[src/rtl/flush_pkg.sv]
package flush_pkg;
  typedef enum logic [2:0] {
    S_IDLE, S_PIPE, S_SCAN, S_WB, S_INVAL, S_ACK, S_DONE
  } seq_state_t;

  typedef enum logic [1:0] {
    K_FLUSH, K_WBINVD, K_INVD
  } flush_kind_t;

  localparam logic [7:0] BE_FLUSH_ACK = 8'hEF;
  localparam logic [7:0] BE_WB_ACK    = 8'hF7;
  localparam logic [7:0] BE_LINE      = 8'hFF;
endpackage

[src/rtl/flush_req_arb.sv]
module flush_req_arb
  import flush_pkg::*;
(
  input  logic        clk,
  input  logic        rst_n,
  input  logic        idle,
  input  logic        insn_boundary,
  input  logic        flush_req,
  input  logic        wbinvd_req,
  input  logic        invd_req,
  input  logic        smi_req,
  output logic        start,
  output flush_kind_t kind,
  output logic        smi_ack
);
  logic pend;
  logic fl_any;

  assign fl_any = flush_req | pend;

  always_comb begin
    start   = 1'b0;
    kind    = K_FLUSH;
    smi_ack = 1'b0;
    if (idle && insn_boundary) begin
      if (fl_any) begin
        start = 1'b1;
      end else if (wbinvd_req) begin
        start = 1'b1;
        kind  = K_WBINVD;
      end else if (invd_req) begin
        start = 1'b1;
        kind  = K_INVD;
      end else if (smi_req) begin
        smi_ack = 1'b1;
      end
    end
  end

  // Pending flush is only recorded while idle; a busy block drops it.
  always_ff @(posedge clk) begin
    if (!rst_n) pend <= 1'b0;
    else        pend <= idle && fl_any && !insn_boundary;
  end

  a_r2_no_pend_when_busy: assert property (@(posedge clk) disable iff (!rst_n)
    (!idle) |=> !pend);
endmodule

[src/rtl/flush_tag_store.sv]
module flush_tag_store #(
  parameter int LINES = 8,
  parameter int IDX_W = 3
) (
  input  logic             clk,
  input  logic             rst_n,
  input  logic             fill_en,
  input  logic             fill_icache,
  input  logic [IDX_W-1:0] fill_idx,
  input  logic             fill_dirty,
  input  logic             inval_all,
  input  logic             clean_en,
  input  logic [IDX_W-1:0] clean_idx,
  output logic [LINES-1:0] dval_lin,
  output logic [LINES-1:0] dval_phys,
  output logic [LINES-1:0] ival_lin,
  output logic [LINES-1:0] ival_phys,
  output logic [LINES-1:0] dirty
);
  for (genvar g = 0; g < LINES; g++) begin : g_line
    logic hit_fill;
    logic hit_clean;
    assign hit_fill  = fill_en && (fill_idx == IDX_W'(g));
    assign hit_clean = clean_en && (clean_idx == IDX_W'(g));

    always_ff @(posedge clk) begin
      if (!rst_n || inval_all) begin
        dval_lin[g]  <= 1'b0;
        dval_phys[g] <= 1'b0;
        ival_lin[g]  <= 1'b0;
        ival_phys[g] <= 1'b0;
        dirty[g]     <= 1'b0;
      end else begin
        if (hit_fill && fill_icache) begin
          ival_lin[g]  <= 1'b1;
          ival_phys[g] <= 1'b1;
        end
        if (hit_fill && !fill_icache) begin
          dval_lin[g]  <= 1'b1;
          dval_phys[g] <= 1'b1;
          dirty[g]     <= fill_dirty;
        end else if (hit_clean) begin
          dirty[g] <= 1'b0;
        end
      end
    end
  end

  a_r5_clear_together: assert property (@(posedge clk) disable iff (!rst_n)
    inval_all |=> ((dval_lin | dval_phys | ival_lin | ival_phys | dirty) == '0));
endmodule

[src/rtl/flush_bus_engine.sv]
module flush_bus_engine #(
  parameter int BEATS  = 4,
  parameter int BEAT_W = 2
) (
  input  logic              clk,
  input  logic              rst_n,
  input  logic              req,
  input  logic              single,
  input  logic              brdy,
  input  logic              backoff,
  input  logic              ahold,
  input  logic              hold,
  output logic              cyc,
  output logic [BEAT_W-1:0] beat,
  output logic              done,
  output logic              hlda
);
  localparam logic [BEAT_W-1:0] LAST_BEAT = BEAT_W'(BEATS - 1);

  logic last;
  logic can_start;

  assign last      = single ? (beat == '0) : (beat == LAST_BEAT);
  assign can_start = req && !cyc && !backoff && !ahold && !hold && !hlda;
  assign done      = cyc && brdy && !backoff && last;

  always_ff @(posedge clk) begin
    if (!rst_n) begin
      cyc  <= 1'b0;
      beat <= '0;
      hlda <= 1'b0;
    end else begin
      // Grant only between cycles.
      hlda <= hold && (hlda || !cyc);
      if (cyc) begin
        if (backoff) begin
          cyc  <= 1'b0;
          beat <= '0;
        end else if (brdy) begin
          if (last) begin
            cyc  <= 1'b0;
            beat <= '0;
          end else begin
            beat <= beat + 1'b1;
          end
        end
      end else if (can_start) begin
        cyc  <= 1'b1;
        beat <= '0;
      end
    end
  end

  a_r7_backoff_abort: assert property (@(posedge clk) disable iff (!rst_n)
    (cyc && backoff) |=> !cyc);
  a_r8_grant_outside_cycle: assert property (@(posedge clk) disable iff (!rst_n)
    hlda |-> !cyc);
  a_r8_blocked_start: assert property (@(posedge clk) disable iff (!rst_n)
    (!cyc && (ahold || hold || backoff)) |=> !cyc);
endmodule

[src/rtl/flush_seq.sv]
module flush_seq
  import flush_pkg::*;
#(
  parameter int SETS   = 4,
  parameter int WAYS   = 2,
  parameter int BEATS  = 4,
  parameter int ADDR_W = 29,
  localparam int LINES  = SETS * WAYS,
  localparam int IDX_W  = (LINES > 1) ? $clog2(LINES) : 1,
  localparam int BEAT_W = (BEATS > 1) ? $clog2(BEATS) : 1
) (
  input  logic              clk,
  input  logic              rst_n,
  input  logic              insn_boundary,
  input  logic              flush_req,
  input  logic              wbinvd_req,
  input  logic              invd_req,
  input  logic              smi_req,
  output logic              smi_ack,
  output logic              pipe_flush,
  output logic              busy,
  output logic              done,
  input  logic              fill_valid,
  output logic              fill_ready,
  input  logic              fill_icache,
  input  logic [IDX_W-1:0]  fill_idx,
  input  logic              fill_dirty,
  output logic [LINES-1:0]  dval_lin,
  output logic [LINES-1:0]  dval_phys,
  output logic [LINES-1:0]  ival_lin,
  output logic [LINES-1:0]  ival_phys,
  output logic              bus_cyc,
  output logic [ADDR_W-1:0] bus_addr,
  output logic [7:0]        bus_be,
  output logic              bus_dc,
  output logic              bus_mio,
  output logic              bus_wr,
  input  logic              bus_brdy,
  input  logic              bus_backoff,
  input  logic              bus_ahold,
  input  logic              bus_hold,
  output logic              bus_hlda
);
  localparam logic [IDX_W-1:0] LAST_IDX = IDX_W'(LINES - 1);

  seq_state_t        state;
  flush_kind_t       kind_q;
  flush_kind_t       arb_kind;
  logic [IDX_W-1:0]  idx;
  logic [LINES-1:0]  dirty;
  logic              idle;
  logic              start;
  logic              eng_done;
  logic [BEAT_W-1:0] eng_beat;
  logic              line_needs_wb;

  assign idle       = (state == S_IDLE);
  assign busy       = !idle;
  assign done       = (state == S_DONE);
  assign pipe_flush = (state == S_PIPE);
  assign fill_ready = idle;

  flush_req_arb u_arb (
    .clk           (clk),
    .rst_n         (rst_n),
    .idle          (idle),
    .insn_boundary (insn_boundary),
    .flush_req     (flush_req),
    .wbinvd_req    (wbinvd_req),
    .invd_req      (invd_req),
    .smi_req       (smi_req),
    .start         (start),
    .kind          (arb_kind),
    .smi_ack       (smi_ack)
  );

  flush_tag_store #(.LINES(LINES), .IDX_W(IDX_W)) u_tags (
    .clk         (clk),
    .rst_n       (rst_n),
    .fill_en     (fill_valid && fill_ready),
    .fill_icache (fill_icache),
    .fill_idx    (fill_idx),
    .fill_dirty  (fill_dirty),
    .inval_all   (state == S_INVAL),
    .clean_en    ((state == S_WB) && eng_done),
    .clean_idx   (idx),
    .dval_lin    (dval_lin),
    .dval_phys   (dval_phys),
    .ival_lin    (ival_lin),
    .ival_phys   (ival_phys),
    .dirty       (dirty)
  );

  flush_bus_engine #(.BEATS(BEATS), .BEAT_W(BEAT_W)) u_eng (
    .clk     (clk),
    .rst_n   (rst_n),
    .req     ((state == S_WB) || (state == S_ACK)),
    .single  (state == S_ACK),
    .brdy    (bus_brdy),
    .backoff (bus_backoff),
    .ahold   (bus_ahold),
    .hold    (bus_hold),
    .cyc     (bus_cyc),
    .beat    (eng_beat),
    .done    (eng_done),
    .hlda    (bus_hlda)
  );

  assign line_needs_wb = dval_lin[idx] && dirty[idx];

  always_ff @(posedge clk) begin
    if (!rst_n) begin
      state  <= S_IDLE;
      kind_q <= K_FLUSH;
      idx    <= '0;
    end else begin
      unique case (state)
        S_IDLE: if (start) begin
          state  <= S_PIPE;
          kind_q <= arb_kind;
          idx    <= '0;
        end
        S_PIPE: begin
          idx   <= '0;
          state <= (kind_q == K_INVD) ? S_INVAL : S_SCAN;
        end
        S_SCAN: begin
          if (line_needs_wb)         state <= S_WB;
          else if (idx == LAST_IDX)  state <= S_INVAL;
          else                       idx   <= idx + 1'b1;
        end
        S_WB: if (eng_done) begin
          if (idx == LAST_IDX) state <= S_INVAL;
          else begin
            idx   <= idx + 1'b1;
            state <= S_SCAN;
          end
        end
        S_INVAL: state <= (kind_q == K_INVD) ? S_DONE : S_ACK;
        S_ACK:   if (eng_done) state <= S_DONE;
        S_DONE:  state <= S_IDLE;
        default: state <= S_IDLE;
      endcase
    end
  end

  always_comb begin
    bus_addr = '0;
    bus_be   = '0;
    bus_dc   = 1'b0;
    bus_mio  = 1'b0;
    bus_wr   = 1'b0;
    if (bus_cyc && state == S_WB) begin
      bus_addr = ADDR_W'({idx, eng_beat});
      bus_be   = BE_LINE;
      bus_dc   = 1'b1;
      bus_mio  = 1'b1;
      bus_wr   = 1'b1;
    end else if (bus_cyc && state == S_ACK) begin
      bus_be = (kind_q == K_WBINVD) ? BE_WB_ACK : BE_FLUSH_ACK;
      bus_wr = 1'b1;
    end
  end

  a_r1_pipe_follows_accept: assert property (@(posedge clk) disable iff (!rst_n)
    start |=> (pipe_flush && busy));
  a_r5_clean_before_inval: assert property (@(posedge clk) disable iff (!rst_n)
    (state == S_INVAL && kind_q != K_INVD) |-> ((dirty & dval_lin) == '0));
  a_r6_ack_held: assert property (@(posedge clk) disable iff (!rst_n)
    (state == S_ACK && bus_cyc && !bus_brdy && !bus_backoff) |=> bus_cyc);
  a_r10_invd_quiet: assert property (@(posedge clk) disable iff (!rst_n)
    (busy && kind_q == K_INVD) |-> !bus_cyc);
  a_r12_done_single: assert property (@(posedge clk) disable iff (!rst_n)
    done |=> (!done && !busy));
endmodule

[config.mk]
export PLATFORM = sky130hd
export DESIGN_NAME = flush_seq
export DESIGN_NICKNAME = d
export VERILOG_FILES = /design/src/rtl/flush_pkg.sv /design/src/rtl/flush_req_arb.sv /design/src/rtl/flush_tag_store.sv /design/src/rtl/flush_bus_engine.sv /design/src/rtl/flush_seq.sv
export SDC_FILE = /design/constraint.sdc
export NUM_CORES = 1
export LEC_CHECK = 0
export ABC_AREA = 1
export BUFFER_PORTS_ARGS = -buffer_cell sky130_fd_sc_hd__buf_2
export CORE_MARGIN = 2
export CORE_UTILIZATION = 30
export DETAILED_ROUTE_END_ITERATION = 16
export GPL_ROUTABILITY_DRIVEN = 1
export PLACE_DENSITY = 0.65
export RECOVER_POWER = 50
export SYNTH_ARGS = -nofsm -noshare
export SYNTH_HDL_FRONTEND = slang
export SYNTH_SLANG_ARGS = --single-unit
[constraint.sdc]
create_clock -name clk -period 1.9 [get_ports clk]
set_input_delay 0.095 -clock clk [delete_from_list [all_inputs] [get_ports clk]]
set_output_delay 0.095 -clock clk [all_outputs]
set_load 0.05 [all_outputs]
==> summary.md, run 1 <==
| Metric | Value |
|---|---|
| Final hold slack | 0.0604 ns |
| # DRC | 0 |
| Reg power frac | 33.8% |
| Synth top area share | 32.2% |
| Worst setup EP type | output pin |
| Core ar. | 7330 sq um |
| Std cell rows | 31 |
| First drt pass iteration count | 4 |
| Fillers | 815 |
| Status | completed |
| Tcrit/Tclk final | 94.3% |
| Sw frac | 45.6% |
| Most common cell after layout, fill and taps aside | nand2_1 |
| Sequential share of the synthesized area | 32.2% |
| Switching Power | 1.31 mW |
| Synth cell types | 30 |
| Largest net degree at the start of global routing | 19 |
| Peak VDD IR | 0.359 mV |
| Clk network pwr share | 23.8% |
| Average wire per standard cell | 10.8 um |
| Buffers added on ports | 71 |
| Share of cells above drive strength 1 | 19.6% |
| CP arrival | 1.70 ns |
| Die Ht | 91.6 um |
| Fmax | 558 MHz |
| Syn Inst Count | 332 |
| Synth top area cells | dfxtp_1 (32%), buf_4 (16%), nand2_1 (9.1%), a21oi_1 (7.2%), nor2_1 (6.9%) |
| Final hold violation count | 0 |
| Final Cell Area | 2700 sq um |
| Vias in the first global route | 1826 |
| Starting density of the core | 31.4% |
| IO Count | 96 |
| Cell Area, Placed | 2550 sq um |
| Slew at the pin closest to its max-slew limit | 0.617 ns |
| ANT cells | 0 |
| Commonest cells after routing, fill and taps aside | nand2_1 (56), clkbuf_1 (37), nor2_1 (36), dfxtp_1 (35), a21oi_1 (33) |
| Leak pwr | 1.18 nW |
| Max Slew Vio Count | 0 |
| Endpoints failing setup | 0 |
| Cell area after synthesis | 2300 sq um |
| Final WL | 5.28 mm |
| Met1 usage | 15.8% |
| H-tree depth | 2 |
| Clk sinks | 37 |
| Placement Setup Slack | 0.239 ns |
| Global Route met2 Usage | 20.9% |
| Busiest grt layer | met2 |
| Via count | 2144 |
| Crit Path Max Fanout | 8 |
| RD Place Congestion | 0.843 |
| Setup WS post-layout | 0.108 ns |
| Antenna violations before repair | 0 |
| Root Buffer | clkbuf_8 |
| First-pass GRT wire length | 8.49 mm |
| CP required | 1.80 ns |
| CTS tree | done |
| Comb power frac | 42.5% |
| Crit path kind | register to output pin |
| Number of vias per cell | 4.40 |
| GRT Util Overall | 12.4% |
| Internal power | 1.57 mW |
| Die W | 91.6 um |
| Nets | 412 |
| Number of antenna-violating nets in the routed design | 0 |
| Clk Latency, worst-skew pair | 0.29 ns |
| Syn. warnings | 0 |
| Worst relative slew slack | 59.1% |
| Finished Layout Cells | 487 |
| Placed cell count | 476 |
| Total negative slack | 0 ns |
| RSZ-0062 raised after global routing | no |
| Clock transition at path regs | 0.08 ns |
| Number of CTS-inserted buffers | 5 |
| Final Skew | 0.00473 ns |
| Yosys top cell by area | dfxtp_1 |
| #FFs+latches synth | 37 |
| Max-cap violation count | 0 |
| Met3 Use GR | 3.32% |
| Post-DP HPWL | 4.08 mm |
| Initial DRC count | 68 |
| Area delta synth->final | 17.5% |
| Die area | 8380 sq um |
| Remaining global-route overflow | 0 |
| Power per cell area | 1070 nW/um^2 |
| Post-layout min period | 1.79 ns |
| Worst hold path class | primary input to register |
| Max Buffers Root-to-Sink | 2 |
| CP Launch Type | register |
| Mapped Avg Cell Area | 6.93 sq um |
==> path summary, 6_finish.rpt <==
kind | startpoint | end | slack (ns) | cells after the start
setup / recovery | state[0] | bus_be[5] | 0.11 | 6
hold / removal | bus_hold | u_eng.hlda | 0.06 | 3
setup reg to reg | state[2] | u_tags.dirty[4] | 0.22 | 8
hold reg to reg | u_tags.dirty[2] | u_tags.dirty[2] | 0.46 | 2
==> cell families (layout without fill, tap and decap cells) <==
logic type,Yosys count,count (layout),synth area share (%)
other,1,24,0.163
adder cells (fa/ha/maj),8,8,4.35
AND/OR/NAND/NOR,148,148,28.7
AO/OA/AOI/OAI,52,52,12.3
flip-flops,37,37,32.2
buffers and inverters,86,119,22.3
==> timing repair <==
action	4_1_cts	5_1_grt
gates resized for setup	18	4
setup buffers	2	0
setup endpoints to repair	14	14
hold buffers	1	0
hold endpoints to repair	1	0
==> final cells by class <==
class,count,area (sq um),area share (%)
clock inverter,2,38.8,1.44
inverter,35,139,5.14
tap,99,124,4.59
sequential,37,743,27.5
multi-input combinational,232,1190,44.0
clock buffer,6,72.6,2.69
timing repair buffer,76,395,14.6
==> registers in the layout, indices dropped and copies added (netlist names), 2 cells and up <==
name,flops
u_tags.dval_lin,6
state,3
u_tags.dirty,8
u_tags.ival_lin,7
u_tags.dval_phys,2
idx,3
u_eng.beat,2
kind_q,2
==> worst max-delay path, stage by stage, from the launching register on <==
cell and delay [ns]:
dfxtp_1 0.57, nand2_4 0.14, nor2_4 0.14, clkinvlp_4 0.10, buf_4 0.15, nand2_4 0.09, buf_4 0.22
==> routing by layer <==
layer,vias up,part of all wire (%)
met5,-,0
met4,0,0.78
met3,5,6.6
met2,80,46
met1,954,46
li1,1105,-
==> cell usage after synthesis (all sizes together) <==
cell type,count
nand3b,1
nand4,3
dfxtp,37
buf,50
nor4,1
conb,1
ha,8
o211ai,1
clkbuf,1
nor2,46
a21oi,34
o21ai,14
inv,35
o31ai,1
nor3b,1
a211oi,2
nand2,62
nor3,4
nand3,30
==> power by group through the flow <==
stage | logic, mW | registers [mW] | clock network, mW
final | 1.22 | 0.973 | 0.685
after floorplan | 1.01 | 0.986 | 0
after global placement | 1.22 | 0.975 | 0
after detailed placement | 1.22 | 0.977 | 0
after global routing | 1.35 | 0.990 | 0.741
after CTS | 1.24 | 0.964 | 0.699
==> stage by stage <==
stage / total power, mW / util (%)
CTS: 2.90 / 37.4
finish: 2.88 / 36.8
global placement: 2.20 / 34.8
detailed placement: 2.20 / 34.8
global route: 3.08 / 36.8
floorplan: 1.99 / -
No activity file was read; power rests on OpenSTA's default activity.
==> run 2: changes to the inputs <==
CORE_UTILIZATION = 38   (was 30)
PLACE_DENSITY = 0.77   (was 0.65)
==> summary.md, run 2 (same netlist as run 1, synthesis figures left out) <==
| Metric | Value |
|---|---|
| Largest net degree at the start of global routing | 19 |
| Die W | 81.8 um |
| # DRC | 0 |
| Fmax | 561 MHz |
| Post-layout min period | 1.78 ns |
| CP arrival | 1.69 ns |
| Max Slew Vio Count | 0 |
| Max-cap violation count | 0 |
| Root Buffer | clkbuf_8 |
| RD Place Congestion | 0.860 |
| IO Count | 96 |
| Largest reg by FF count | u_tags.dirty |
| CP Launch Type | register |
| H-tree depth | 2 |
| GRT Util Overall | 15.4% |
| Clk sinks | 37 |
| Biggest regs | u_tags.dirty (8), u_tags.ival_lin (7), u_tags.dval_lin (6) |
| Nets | 412 |
| CP required | 1.80 ns |
| First-pass GRT wire length | 8.07 mm |
| Crit Path Max Fanout | 8 |
| Reg-to-Reg Start | state[2] |
| Endpoints failing setup | 0 |
| Total Power | 2.76 mW |
| Die Ht | 81.8 um |
| Total negative slack | 0 ns |
| Number of CTS-inserted buffers | 5 |
| Placed cell count | 452 |
| Share of cells above drive strength 1 | 19.3% |
| Buffers added on ports | 71 |
| Final Skew | 0.00349 ns |
| R2R cell count | 7 |
| Area delta synth->final | 17.4% |
| RSZ-0062 raised after global routing | no |
| Status | completed |
| Slew at the pin closest to its max-slew limit | 0.604 ns |
| Max reg flops | 8 |
| Post-DP HPWL | 3.85 mm |
| Fillers | 621 |
| Worst setup EP type | output pin |
| Hold_sp | bus_hold |
| Reg2Reg Capture Point | u_tags.dirty[7] |
| Power per cell area | 1020 nW/um^2 |
| Clk Latency, worst-skew pair | 0.29 ns |
| First drt pass iteration count | 6 |
| Max Buffers Root-to-Sink | 2 |
| Final WL | 5.21 mm |
| Leak pwr | 1.19 nW |
| Worst hold path class | primary input to register |
| Number of antenna-violating nets in the routed design | 0 |
| Most common cell after layout, fill and taps aside | nand2_1 |
| Peak VDD IR | 0.485 mV |
| Initial DRC count | 141 |
| Worst relative slew slack | 59.9% |
| Via count | 2174 |
| Std cell rows | 28 |
| CTS tree | done |
| ANT cells | 0 |
| Die area | 6690 sq um |
| Clock transition at path regs | 0.07 ns |
| Remaining global-route overflow | 0 |
| Number of vias per cell | 4.70 |
| Antenna violations before repair | 0 |
| Worst Hold Endpoint | u_eng.hlda |
| Vias in the first global route | 1882 |
| Commonest cells after routing, fill and taps aside | nand2_1 (57), nor2_1 (36), dfxtp_1 (35), clkbuf_1 (35), a21oi_1 (33) |
| Average wire per standard cell | 11.3 um |
| Final Util | 45.9% |
| Reg2Reg Setup Slack | 0.26 ns |
| Finished Layout Cells | 463 |
| Crit path kind | register to output pin |
| Tcrit/Tclk final | 93.8% |
| Final hold violation count | 0 |
| Starting density of the core | 39.1% |
| Core ar. | 5890 sq um |
| Hold path cells | 3 |
==> run 2: metal layers <==
metal / routed length [um] / global-route usage (%) / vias to the layer above
met3: 374 / 4.29 / 2
met2: 2550 / 26.6 / 86
li1: - / - / 1110
met4: 29 / 4.50 / 0
met1: 2260 / 18.7 / 976
met5: 0 / 0 / -
==> run 2: worst max-delay path by stage <==
stage | startpoint | end | slack (ns) | cells past startpoint
after floorplan | state[1] | bus_addr[0] | 0.02 | 6
after global placement | state[1] | bus_addr[4] | 0.30 | 7
after detailed placement | state[1] | bus_addr[4] | 0.25 | 7
after CTS | state[1] | bus_wr | 0.02 | 7
after global routing | state[2] | smi_ack | 0.01 | 6
final | state[1] | bus_addr[4] | 0.12 | 8
==> run 2: stage by stage <==
step                      hold slack (ns)  worst slack [ns]  instance area (sq um)
final                              0.0720             0.119                   2700
after global routing               0.0729            0.0141                   2700
after CTS                          0.0385            0.0231                   2680
after detailed placement            0.306             0.249                   2520
after global placement              0.299             0.298                   2520
after floorplan                     0.174            0.0237                   2440
==> run 2: worst max-delay path: stages, from the launching register on <==
cell,delay [ns]
dfxtp_2,0.36
inv_2,0.09
nor2_4,0.15
nand2_4,0.09
nor2_4,0.13
clkinvlp_4,0.11
buf_12,0.15
nor2_2,0.09
buf_4,0.20
==> run 2: timing repair <==
action | CTS | global route
cloned | 0 | 0
endpoints found under the setup margin | 14 | 15
hold endpoints to repair | 1 | 0
gates resized for setup | 19 | 15
hold buffers | 1 | 0
pin swaps | 1 | 2
buffers inserted | 0 | 2
==> run 2: layout make-up <==
cell class	instances	area [sq um]	area share [%]
Multi-Input combinational cell	232	1180	43.9
Clock buffer	5	68.8	2.55
Sequential cell	37	743	27.5
Inverter	35	139	5.15
Clock inverter	3	22.5	0.834
Timing Repair Buffer	76	447	16.6
Tap cell	75	93.8	3.48
==> run 2: report_power, final <==
part           switching, mW  internal [mW]  leakage, nW  total (mW)
logic                  0.905          0.322        0.841        1.23
clock network          0.297          0.260       0.0481       0.557
registers              0.118          0.857        0.301       0.975
total                   1.32           1.44         1.19        2.76
